[src/rtl/regser_pkg.sv]
// Package regser_pkg: shared constants, register width table and phase type
// for the register-level serial port. Assumes at most 32 registers and
// registers no wider than one 32-bit slot.
package regser_pkg;
    localparam int SLOT_W    = 32;
    localparam int ADDR_W    = 5;
    localparam int NUM_REGS  = 6;
    localparam int MAX_BYTES = SLOT_W / 8;
    localparam int BCNT_W    = $clog2(MAX_BYTES);
    localparam int SH_W      = $clog2(SLOT_W) + 1;

    typedef enum logic {
        PH_INSTR = 1'b0,
        PH_DATA  = 1'b1
    } phase_e;

    // Byte count of the register at address a; undefined addresses take one byte.
    function automatic int unsigned reg_bytes(input logic [ADDR_W-1:0] a);
        case (a)
            5'd0:    return 4;
            5'd1:    return 3;
            5'd2:    return 2;
            5'd3:    return 1;
            5'd4:    return 4;
            5'd5:    return 2;
            default: return 1;
        endcase
    endfunction

    // True when address a names a register that exists.
    function automatic logic reg_defined(input logic [ADDR_W-1:0] a);
        return (int'(a) < NUM_REGS);
    endfunction
endpackage

[src/rtl/regser_sync.sv]
// Module regser_sync: brings the four serial-side inputs into the clk domain
// through STAGES flops and derives single-cycle rising and falling events of
// the serial clock. Assumes each serial-clock level lasts several clk cycles.
module regser_sync #(
    parameter int STAGES = 2
) (
    input  logic clk,
    input  logic rst_n,
    input  logic sclk,
    input  logic sdi,
    input  logic cs_n,
    input  logic resync,
    output logic sdi_s,
    output logic rise_evt,
    output logic fall_evt,
    output logic hold
);
    localparam int         NSIG    = 4;
    localparam logic [3:0] RST_VAL = 4'b0100;  // {resync, cs_n, sdi, sclk}

    logic [NSIG-1:0] stage_q [STAGES];
    logic            sclk_d;

    // First synchroniser stage captures the raw pins.
    always_ff @(posedge clk) begin
        if (!rst_n) stage_q[0] <= RST_VAL;
        else        stage_q[0] <= {resync, cs_n, sdi, sclk};
    end

    generate
        for (genvar g = 1; g < STAGES; g++) begin : g_stage
            // Further stages shift the sampled vector along.
            always_ff @(posedge clk) begin
                if (!rst_n) stage_q[g] <= RST_VAL;
                else        stage_q[g] <= stage_q[g-1];
            end
        end
    endgenerate

    // Delayed copy of the synchronised serial clock for edge detection.
    always_ff @(posedge clk) begin
        if (!rst_n) sclk_d <= 1'b0;
        else        sclk_d <= stage_q[STAGES-1][0];
    end

    assign sdi_s    = stage_q[STAGES-1][1];
    assign hold     = stage_q[STAGES-1][3] | stage_q[STAGES-1][2];
    assign rise_evt = stage_q[STAGES-1][0] & ~sclk_d;
    assign fall_evt = ~stage_q[STAGES-1][0] & sclk_d;
endmodule

[src/rtl/regser_seq.sv]
// Module regser_seq: instruction/data phase sequencer. It counts bits and
// bytes, decodes the instruction, looks up the data-phase length, assembles
// write data and shifts read data out. Assumes rise and fall events are
// never in the same cycle and that hold overrides both.
module regser_seq
    import regser_pkg::*;
(
    input  logic              clk,
    input  logic              rst_n,
    input  logic              rise_evt,
    input  logic              fall_evt,
    input  logic              sdi_s,
    input  logic              hold,
    input  logic [SLOT_W-1:0] rd_word,
    output logic [ADDR_W-1:0] rd_addr,
    output logic              sdo,
    output logic              wr_en,
    output logic [ADDR_W-1:0] wr_addr,
    output logic [SLOT_W-1:0] wr_data
);
    phase_e              phase;
    logic [2:0]          bit_cnt;
    logic [BCNT_W-1:0]   byte_cnt;
    logic [BCNT_W-1:0]   last_byte;
    logic                is_read;
    logic [ADDR_W-1:0]   addr;
    logic [6:0]          ishift;
    logic [SLOT_W-2:0]   acc;
    logic [SLOT_W-1:0]   rd_shift;
    logic [7:0]          instr_next;
    logic [BCNT_W-1:0]   nb_new;
    logic [SH_W-1:0]     rd_sh;
    logic [SLOT_W-1:0]   rd_aligned;

    // Decode the instruction as it completes and left-align the read word.
    always_comb begin
        instr_next = {ishift, sdi_s};
        rd_addr    = instr_next[ADDR_W-1:0];
        nb_new     = BCNT_W'(reg_bytes(rd_addr) - 1);
        rd_sh      = SH_W'(8 * (MAX_BYTES - int'(reg_bytes(rd_addr))));
        rd_aligned = rd_word << rd_sh;
    end

    // Phase sequencing, shifting, write commit and read data output.
    always_ff @(posedge clk) begin
        if (!rst_n) begin
            phase     <= PH_INSTR;
            bit_cnt   <= '0;
            byte_cnt  <= '0;
            last_byte <= '0;
            is_read   <= 1'b0;
            addr      <= '0;
            ishift    <= '0;
            acc       <= '0;
            rd_shift  <= '0;
            sdo       <= 1'b0;
            wr_en     <= 1'b0;
            wr_addr   <= '0;
            wr_data   <= '0;
        end else begin
            wr_en <= 1'b0;
            if (hold) begin
                phase    <= PH_INSTR;
                bit_cnt  <= '0;
                byte_cnt <= '0;
                ishift   <= '0;
                acc      <= '0;
                sdo      <= 1'b0;
            end else if (rise_evt) begin
                bit_cnt <= bit_cnt + 3'd1;
                if (phase == PH_INSTR) begin
                    ishift <= instr_next[6:0];
                    if (bit_cnt == 3'd7) begin
                        phase     <= PH_DATA;
                        is_read   <= instr_next[7];
                        addr      <= rd_addr;
                        last_byte <= nb_new;
                        byte_cnt  <= '0;
                        acc       <= '0;
                        rd_shift  <= rd_aligned;
                    end
                end else begin
                    acc <= {acc[SLOT_W-3:0], sdi_s};
                    if (bit_cnt == 3'd7) begin
                        if (byte_cnt == last_byte) begin
                            phase    <= PH_INSTR;
                            byte_cnt <= '0;
                            ishift   <= '0;
                            if (!is_read && reg_defined(addr)) begin
                                wr_en   <= 1'b1;
                                wr_addr <= addr;
                                wr_data <= {acc, sdi_s};
                            end
                        end else begin
                            byte_cnt <= byte_cnt + 1'b1;
                        end
                    end
                end
            end else if (fall_evt) begin
                if (phase == PH_DATA && is_read) begin
                    sdo      <= rd_shift[SLOT_W-1];
                    rd_shift <= rd_shift << 1;
                end else begin
                    sdo <= 1'b0;
                end
            end
        end
    end


    instr_len_chk: assert property (@(posedge clk) disable iff (!rst_n)
        (phase == PH_INSTR && rise_evt && !hold && bit_cnt == 3'd7) |=> (phase == PH_DATA));


    data_len_chk: assert property (@(posedge clk) disable iff (!rst_n)
        (phase == PH_DATA) |-> (byte_cnt <= last_byte));


    next_instr_chk: assert property (@(posedge clk) disable iff (!rst_n)
        (phase == PH_DATA && rise_evt && !hold && bit_cnt == 3'd7 && byte_cnt == last_byte)
        |=> (phase == PH_INSTR && bit_cnt == 3'd0));


    hold_resync_chk: assert property (@(posedge clk) disable iff (!rst_n)
        hold |=> (phase == PH_INSTR && bit_cnt == 3'd0 && byte_cnt == '0 && !wr_en));


    sdo_edge_chk: assert property (@(posedge clk) disable iff (!rst_n)
        (!fall_evt && !hold) |=> $stable(sdo));


    wr_addr_chk: assert property (@(posedge clk) disable iff (!rst_n)
        wr_en |-> (int'(wr_addr) < NUM_REGS));
endmodule

[src/rtl/regser_regbank.sv]
// Module regser_regbank: holds the configuration registers, each masked to
// its own byte width, with a whole-register write port and a read mux that
// returns zero for undefined addresses. Assumes wr_en is a one-cycle pulse.
module regser_regbank
    import regser_pkg::*;
(
    input  logic                       clk,
    input  logic                       rst_n,
    input  logic                       wr_en,
    input  logic [ADDR_W-1:0]          wr_addr,
    input  logic [SLOT_W-1:0]          wr_data,
    input  logic [ADDR_W-1:0]          rd_addr,
    output logic [SLOT_W-1:0]          rd_word,
    output logic [NUM_REGS*SLOT_W-1:0] reg_flat
);
    logic [SLOT_W-1:0] regs [NUM_REGS];

    generate
        for (genvar g = 0; g < NUM_REGS; g++) begin : g_reg
            localparam int          W    = 8 * int'(reg_bytes(ADDR_W'(g)));
            localparam logic [SLOT_W-1:0] MASK = (W >= SLOT_W) ? '1 :
                                                 ((SLOT_W'(1) << W) - SLOT_W'(1));

            // Register g takes the masked write word when addressed.
            always_ff @(posedge clk) begin
                if (!rst_n)                                 regs[g] <= '0;
                else if (wr_en && wr_addr == ADDR_W'(g))    regs[g] <= wr_data & MASK;
            end

            assign reg_flat[g*SLOT_W +: SLOT_W] = regs[g];


            reg_hold_chk: assert property (@(posedge clk) disable iff (!rst_n)
                !(wr_en && wr_addr == ADDR_W'(g)) |=> $stable(regs[g]));
        end
    endgenerate

    // Read mux over the defined registers; others read zero.
    always_comb begin
        rd_word = '0;
        for (int i = 0; i < NUM_REGS; i++) begin
            if (rd_addr == ADDR_W'(i)) rd_word = regs[i];
        end
    end
endmodule

[src/rtl/regser_port.sv]
// Module regser_port: top of the register-level serial port. Synchronises
// the serial pins, runs the two-phase sequencer and holds the register bank,
// exposing all registers in parallel. Assumes sclk is much slower than clk.
module regser_port
    import regser_pkg::*;
#(
    parameter int SYNC_STAGES = 2
) (
    input  logic                       clk,
    input  logic                       rst_n,
    input  logic                       sclk,
    input  logic                       sdi,
    input  logic                       cs_n,
    input  logic                       resync,
    output logic                       sdo,
    output logic [NUM_REGS*SLOT_W-1:0] reg_flat,
    output logic                       refout_en
);
    localparam int REFOUT_BIT = SLOT_W * 1 + 1;

    logic              sdi_s;
    logic              rise_evt;
    logic              fall_evt;
    logic              hold;
    logic [SLOT_W-1:0] rd_word;
    logic [ADDR_W-1:0] rd_addr;
    logic              wr_en;
    logic [ADDR_W-1:0] wr_addr;
    logic [SLOT_W-1:0] wr_data;

    regser_sync #(.STAGES(SYNC_STAGES)) sync_i (
        .clk      (clk),
        .rst_n    (rst_n),
        .sclk     (sclk),
        .sdi      (sdi),
        .cs_n     (cs_n),
        .resync   (resync),
        .sdi_s    (sdi_s),
        .rise_evt (rise_evt),
        .fall_evt (fall_evt),
        .hold     (hold)
    );

    regser_seq seq_i (
        .clk      (clk),
        .rst_n    (rst_n),
        .rise_evt (rise_evt),
        .fall_evt (fall_evt),
        .sdi_s    (sdi_s),
        .hold     (hold),
        .rd_word  (rd_word),
        .rd_addr  (rd_addr),
        .sdo      (sdo),
        .wr_en    (wr_en),
        .wr_addr  (wr_addr),
        .wr_data  (wr_data)
    );

    regser_regbank bank_i (
        .clk      (clk),
        .rst_n    (rst_n),
        .wr_en    (wr_en),
        .wr_addr  (wr_addr),
        .wr_data  (wr_data),
        .rd_addr  (rd_addr),
        .rd_word  (rd_word),
        .reg_flat (reg_flat)
    );

    assign refout_en = reg_flat[REFOUT_BIT];
endmodule

[config.mk]
export PLATFORM = sky130hd
export DESIGN_NAME = regser_port
export DESIGN_NICKNAME = d
export VERILOG_FILES = /design/src/rtl/regser_pkg.sv /design/src/rtl/regser_sync.sv /design/src/rtl/regser_seq.sv /design/src/rtl/regser_regbank.sv /design/src/rtl/regser_port.sv
export SDC_FILE = /design/constraint.sdc
export NUM_CORES = 1
export LEC_CHECK = 0
export ABC_AREA = 0
export BUFFER_PORTS_ARGS = -buffer_cell sky130_fd_sc_hd__buf_2
export CAP_MARGIN = 10
export CORE_ASPECT_RATIO = 1.1
export CORE_MARGIN = 2
export CORE_UTILIZATION = 60
export CTS_CLUSTER_DIAMETER = 80
export DETAILED_ROUTE_END_ITERATION = 16
export PLACE_DENSITY = 0.84
export SYNTH_ARGS = -nofsm -noshare
export SYNTH_HDL_FRONTEND = slang
export SYNTH_HIERARCHICAL = 1
export SYNTH_SLANG_ARGS = --single-unit
export TNS_END_PERCENT = 100
[constraint.sdc]
create_clock -name clk -period 6.4 [get_ports clk]
set_input_delay 0.96 -clock clk [delete_from_list [all_inputs] [get_ports clk]]
set_output_delay 0.96 -clock clk [all_outputs]
set_load 0.01 [all_outputs]
* Word-level counts from Yosys, hierarchy flattened *
Memory sizes are Yosys's and may differ from the RTL's.
Index checks and enable logic that the tools add are counted.

cells by class
  reductions and logical operators = 25
  equal/unequal tests = 16
  order comparisons = 1
  shift-type cells = 1
  muxes and demuxes = 55
  bitwise logic cells = 19
  add/sub/neg operators = 4

operator list
  operator                                                                      count
  32-bit two-way mux                                                            17
  31-bit two-way mux                                                            2
  32-bit by 6-bit << shifter with 32-bit output                                 1
  1-bit two-way mux                                                             26
  7-bit two-way mux                                                             3
  5-bit by 2-bit == test with 1-bit output, second input constant               4
  5-bit by 3-bit == test with 1-bit output, second input constant               4
  5-bit by 1-bit == test with 1-bit output, second input constant               2
  5-bit zero test                                                               2
  1-bit bitwise OR                                                              9
  3-bit case mux with 3 select lines                                            1
  1-bit logical AND                                                             8
  2-bit two-way mux                                                             4
  4-bit two-way mux                                                             2
  1-bit inverter                                                                8
  2-bit inequality test, second input constant                                  3
  2-bit AND reduction                                                           3
  6-bit AND reduction                                                           1
  2-bit nonzero test                                                            3
  2-bit OR reduction                                                            3
  6-bit OR reduction                                                            1
  5-bit by 3-bit less-than comparator with 1-bit output, second input constant  1
  5-bit AND reduction                                                           1
  4-bit AND reduction                                                           1
  10 further kinds                                                              11

storage, ports and cells
  bits in writable memories = 200
  flip-flop bits (word level) = 124
  input bits = 6
  logic and storage cells = 137
  memories kept = 2

memories
  name            depth  bits a word  read ports  clocked after memory_dff  write ports  line                  source
  bank_i.regs     6      32           6           0                         6            regser_regbank.sv:16  logic [SLOT_W-1:0] regs [NUM_REGS];
  sync_i.stage_q  2      4            2           0                         2            regser_sync.sv:21     logic [NSIG-1:0] stage_q [STAGES];

* Longest topological paths before layout *
An unclocked memory read counts as a cell.

  depth after elaboration = 12
  mapped depth = 12

* Hierarchy *
Netlist, hierarchy kept.

by module, submodules not included
  module          instances  cells each  seq. area each (µm²)  area each (µm²)
  regser_regbank  1          573         3843.7                6462.4
  regser_seq      1          677         2462.4                5592.9
  regser_sync     1          21          180.2                 255.2
  regser_port     1          1           0.0                   7.5

* Least setup slack after synthesis *
No wires, ideal clock.

  path kind = flip-flop to flip-flop
  from = register seq_i.wr_addr[2]
  to = memory bank_i.regs[0][0] (enable)
  path buffers = 0
  data arrival time = 3019 ps
  path slack = 2915 ps
  data required time = 5934 ps
  stages on the path, launching flop included = 4
  library setup time = 466 ps
  path through = dfxtp_1 -> nor3b_1 -> nand2_1 -> o21ai_0

RTL lines
  item                    line                  source
  start, declared         regser_seq.sv:18      output logic [ADDR_W-1:0] wr_addr,
  start signal, assigned  regser_seq.sv:91      wr_addr <= addr;
  end, declared           regser_regbank.sv:16

* Worst setup path after layout *
  from = register seq_i.ishift[1]
  to = register seq_i.rd_shift[16]

on the way
  longest elaborated chain between the ends = 11
  elaborated cells between the ends (all ways) = 20
  those cells by class = add/sub: 1; eq/ne: 5; shift: 1; mux: 10; reduce/logical: 3

RTL lines
  item                                               line                  source
  start, declared                                    regser_seq.sv:27      logic [6:0] ishift;
  start signal, assigned                             regser_seq.sv:72      ishift <= instr_next[6:0];
  5-bit zero test                                    regser_regbank.sv:42  if (rd_addr == ADDR_W'(i)) rd_word = regs[i];
  32-bit two-way mux (5 in a row)                    regser_regbank.sv:42
  32-bit two-way mux (*)                             regser_regbank.sv:42
  net rd_word[16]                                    regser_port.sv:25     logic [SLOT_W-1:0] rd_word;
  32-bit by 6-bit << shifter with 32-bit output (*)  regser_seq.sv:41      rd_aligned = rd_word << rd_sh;
  32-bit two-way mux (*)                             regser_seq.sv:73      if (bit_cnt == 3'd7) begin
  32-bit two-way mux (*)                             regser_seq.sv:71      if (phase == PH_INSTR) begin
  32-bit two-way mux (*)                             regser_seq.sv:69      end else if (rise_evt) begin
  end signal, assigned                               regser_seq.sv:80      rd_shift <= rd_aligned;
  end signal, assigned                               regser_seq.sv:102     rd_shift <= rd_shift << 1;
  end, declared                                      regser_seq.sv:29      logic [SLOT_W-1:0] rd_shift;

The timed path passes the listed nets; every way through them passes the cells marked *. The select of a mux whose other input is x is not followed.
A chain may end at the register's enable or synchronous reset.

==> results.md <==
* Status: finished clean
* CTS tree: yes
* First-pass GRT wire length at 51750 um
* Ys Warns at 6
* Gr usage total at 30.10%
* Worst hold margin at 415.2 ps
* R2r setup slk at 2930 ps
* CP max FO at 17
* CTS Sinks at 260
* Crit path DAT at 3930 ps
* Fin crit period at 3472 ps
* Final clock skew at 14.95 ps
* Worst Hold Class: reg -> reg
* Final Max Tran Viols at 0
* Switching Share at 22.09%
* Initial Utilization at 61.59%
* Port Buf Inserts at 135
* Async S/R FF share, synth at 0%
* Post-synth top flop: dfxtp_1
* Switching power at 784.1 uW
* Power density cells at 260.5 nW/um^2
* Final instance area at 13630 sq um
* Initial antenna violation count at 0
* Die Ht at 154.3 um
* Hold EP: sync_i/stage_q[1][2]$_SDFF_PN1_
* Dpl hpwl at 22730 um
* Routability cong. at 0.9801
* Crit end category: register
* CP startpoint kind: register
* DR iter-0 viols at 1133
* Largest area contributor in the netlist: edfxtp_1
* Internal power at 2766 uW
* Htree depth at 1
* Die footprint at 21690 sq um
* Reg2reg path depth at 9
* Layout cells sized above 1 at 16.94%
* Period utilization at 54.25%
* Final hold vios at 0
* Vias at 10094
* Max Freq at 288.0 MHz
* Layout area overhead at 10.66%
* Antenna cells at 0
* Synth top area cells: edfxtp_1 (31%), dfxtp_1 (21%), nor2_1 (5.1%)
* DRC at 0
* Num CTS Buffers at 25
* Post-synth cell types at 60
* Placed insts at 1571
* Syn avg cell area at 9.684 sq um
* Worst EP required at 6860 ps
* # Post-CTS Setup Buffers at 0
* Slew headroom at 20.61%
* Vias in the first global route at 9299
* Max-cap violations at 0
* Post-cts resize count at 0
* Final setup vio count at 0
* DRT Wirelength at 33710 um
* RSZ-0062 raised after global routing: false
* EDFF count, synth at 128
* Routed vias/inst at 6.246
* Final ANT Viol Nets at 0
* Hold path start: sync_i/stage_q[0][2]$_SDFF_PN1_
* Routed len/inst at 20.86 um
* CTS root buf: clkbuf_16
* Total power draw at 3550 uW
* Sequential share of power at 50.6%
* Remaining global-route overflow at 0
* Sequential area share after synthesis at 52.66%
* Largest net degree at the start of global routing at 60
* Cell depth of the worst min-delay path at 1
* Cts hold-fix bufs at 0
* VDD IR max at 0.1566 mV
* Reg2Reg Capture Point: seq_i/rd_shift[16]$_SDFFE_PN0P_
* Gate Count Post-Synth at 1272
* Post-route insts no fill at 1616
* Yosys top cell area share at 31.20%
* Most instantiated cells after synthesis: nor2_1 (167), dfxtp_1 (132), edfxtp_1 (128)
* Number of synthesized register bits at 260
* Row count at 54
* Core ar. at 20000 sq um
* Worst slew pin tran at 1188 ps
* Clock tree buffer depth at 3
* Clk pin slew, worst setup/hold paths at 70 ps
* Count leader, synth: nor2_1
* Horiz. Die Dim at 140.6 um
* Leak pwr at 0.004941 uW
* TritonRoute pass-1 iters at 6
* Placed Area at 12750 sq um
* Crit path kind: reg -> reg
* Logic pwr share at 5.4%
* Net count, final at 1355
* # IOs at 200
* Clk pwr share at 44.0%
* Worst flop-to-flop path startpoint: seq_i/ishift[1]$_SDFFE_PP0P_
* Clock Latency Late Sink at 530 ps
* Setup TNS at 0 ps
* Synth Cell Area at 12320 sq um
## routing by layer
metal / routed length [um] / track usage (%) / part of all wire (%) / vias to the layer above
met5: 0 / 0 / 0 / -
met4: 1682 / 14.48 / 5.0 / 0
li1: - / - / - / 4562
met2: 15520 / 47.62 / 46 / 628
met3: 3497 / 5.015 / 10 / 92
met1: 13020 / 40.62 / 39 / 4812
## per-stage QoR
step / util [%] / setup slack (ps)
after floorplan: - / 2915
after global placement: 63.63 / 2674
after detailed placement: 63.76 / 3003
after CTS: 68.16 / 2964
after global routing: 68.16 / 2699
final: 68.16 / 2928
## sequential cells by signal, indices dropped and copies added, names as in the netlist
register         flops
seq_i/addr           5
seq_i/is_read        1
seq_i/ishift         7
seq_i/wr_en          1
seq_i/last_byte      2
bank_i/regs        128
seq_i/rd_shift      32
seq_i/wr_data       32
sync_i/stage_q       8
seq_i/byte_cnt       2
seq_i/wr_addr        5
seq_i/acc           31
seq_i/bit_cnt        3
seq_i/sdo            1
sync_i/sclk_d        1
seq_i/phase          1
## critical path, cell delays in order, from the launching register on
cell	delay (ps)
dfxtp_1	830
nor3b_4	770
nor2b_1	720
buf_6	240
nand2_1	60
nand2_1	100
nand2b_1	100
a211oi_1	240
o21ai_0	150
a31oi_1	190
## layout make-up
class	count	area, sq um
Timing Repair Buffer	156	844.6
Tap cell	252	315.3
Inverter	3	11.26
Clock buffer	33	740.7
Multi-Input combinational cell	900	5095
Fill cell	1541	6369
Sequential cell	260	6486
Clock inverter	12	137.6
## cell families (layout without fill, tap and decap cells)
| group | count (synthesis) | after routing | synth area share [%] |
|---|---|---|---|
| adder cells (fa/ha/maj) | 3 | 3 | 0.3048 |
| flip-flops | 260 | 260 | 52.66 |
| XOR/XNOR | 3 | 3 | 0.2133 |
| buffers and inverters | 175 | 204 | 8.156 |
| other | 1 | 64 | 0.03044 |
| AO/OA/AOI/OAI | 347 | 347 | 18.39 |
| AND/OR/NAND/NOR | 476 | 476 | 19.49 |
| multiplexers | 7 | 7 | 0.7617 |
## worst max path at each step
stage / end / cells past startpoint / start
after floorplan: bank_i/regs[0][0]$_SDFFCE_PN0P_ / 3 / seq_i/wr_addr[2]$_SDFFE_PN0P_
after global placement: seq_i/rd_shift[25]$_SDFFE_PN0P_ / 7 / seq_i/ishift[1]$_SDFFE_PP0P_
after detailed placement: seq_i/rd_shift[16]$_SDFFE_PN0P_ / 9 / seq_i/ishift[1]$_SDFFE_PP0P_
after CTS: seq_i/rd_shift[16]$_SDFFE_PN0P_ / 9 / seq_i/ishift[1]$_SDFFE_PP0P_
after global routing: seq_i/rd_shift[18]$_SDFFE_PN0P_ / 9 / seq_i/ishift[1]$_SDFFE_PP0P_
final: seq_i/rd_shift[16]$_SDFFE_PN0P_ / 9 / seq_i/ishift[1]$_SDFFE_PP0P_
## placed cells by master (no fill, tap or decap), types with 8 or more instances in the layout
cell	n
nor2_1	167
buf_2	135
dfxtp_1	132
edfxtp_1	128
nand2_1	102
a21oi_1	85
o21ai_0	78
conb_1	64
nand2b_1	60
nand3_1	52
a22oi_1	47
and2_1	34
clkbuf_16	28
a31oi_1	23
buf_4	19
a211oi_1	18
a21o_1	16
a221oi_1	16
o32ai_1	16
a32o_1	9
o21a_1	8
a22o_1	8
nor2b_1	8
a211o_2	8
nand3b_1	8
nor4b_1	8
## power groups by stage
| stage | clock [uW] | combinational (uW) | sequential, uW |
|---|---|---|---|
| global route | 1630 | 206 | 1800 |
| floorplan | 0 | 138 | 1840 |
| CTS | 1560 | 190 | 1790 |
| global placement | 0 | 186 | 1830 |
| finish | 1560 | 193 | 1800 |
| detailed placement | 0 | 188 | 1830 |
(Power assumes the default switching activity.)
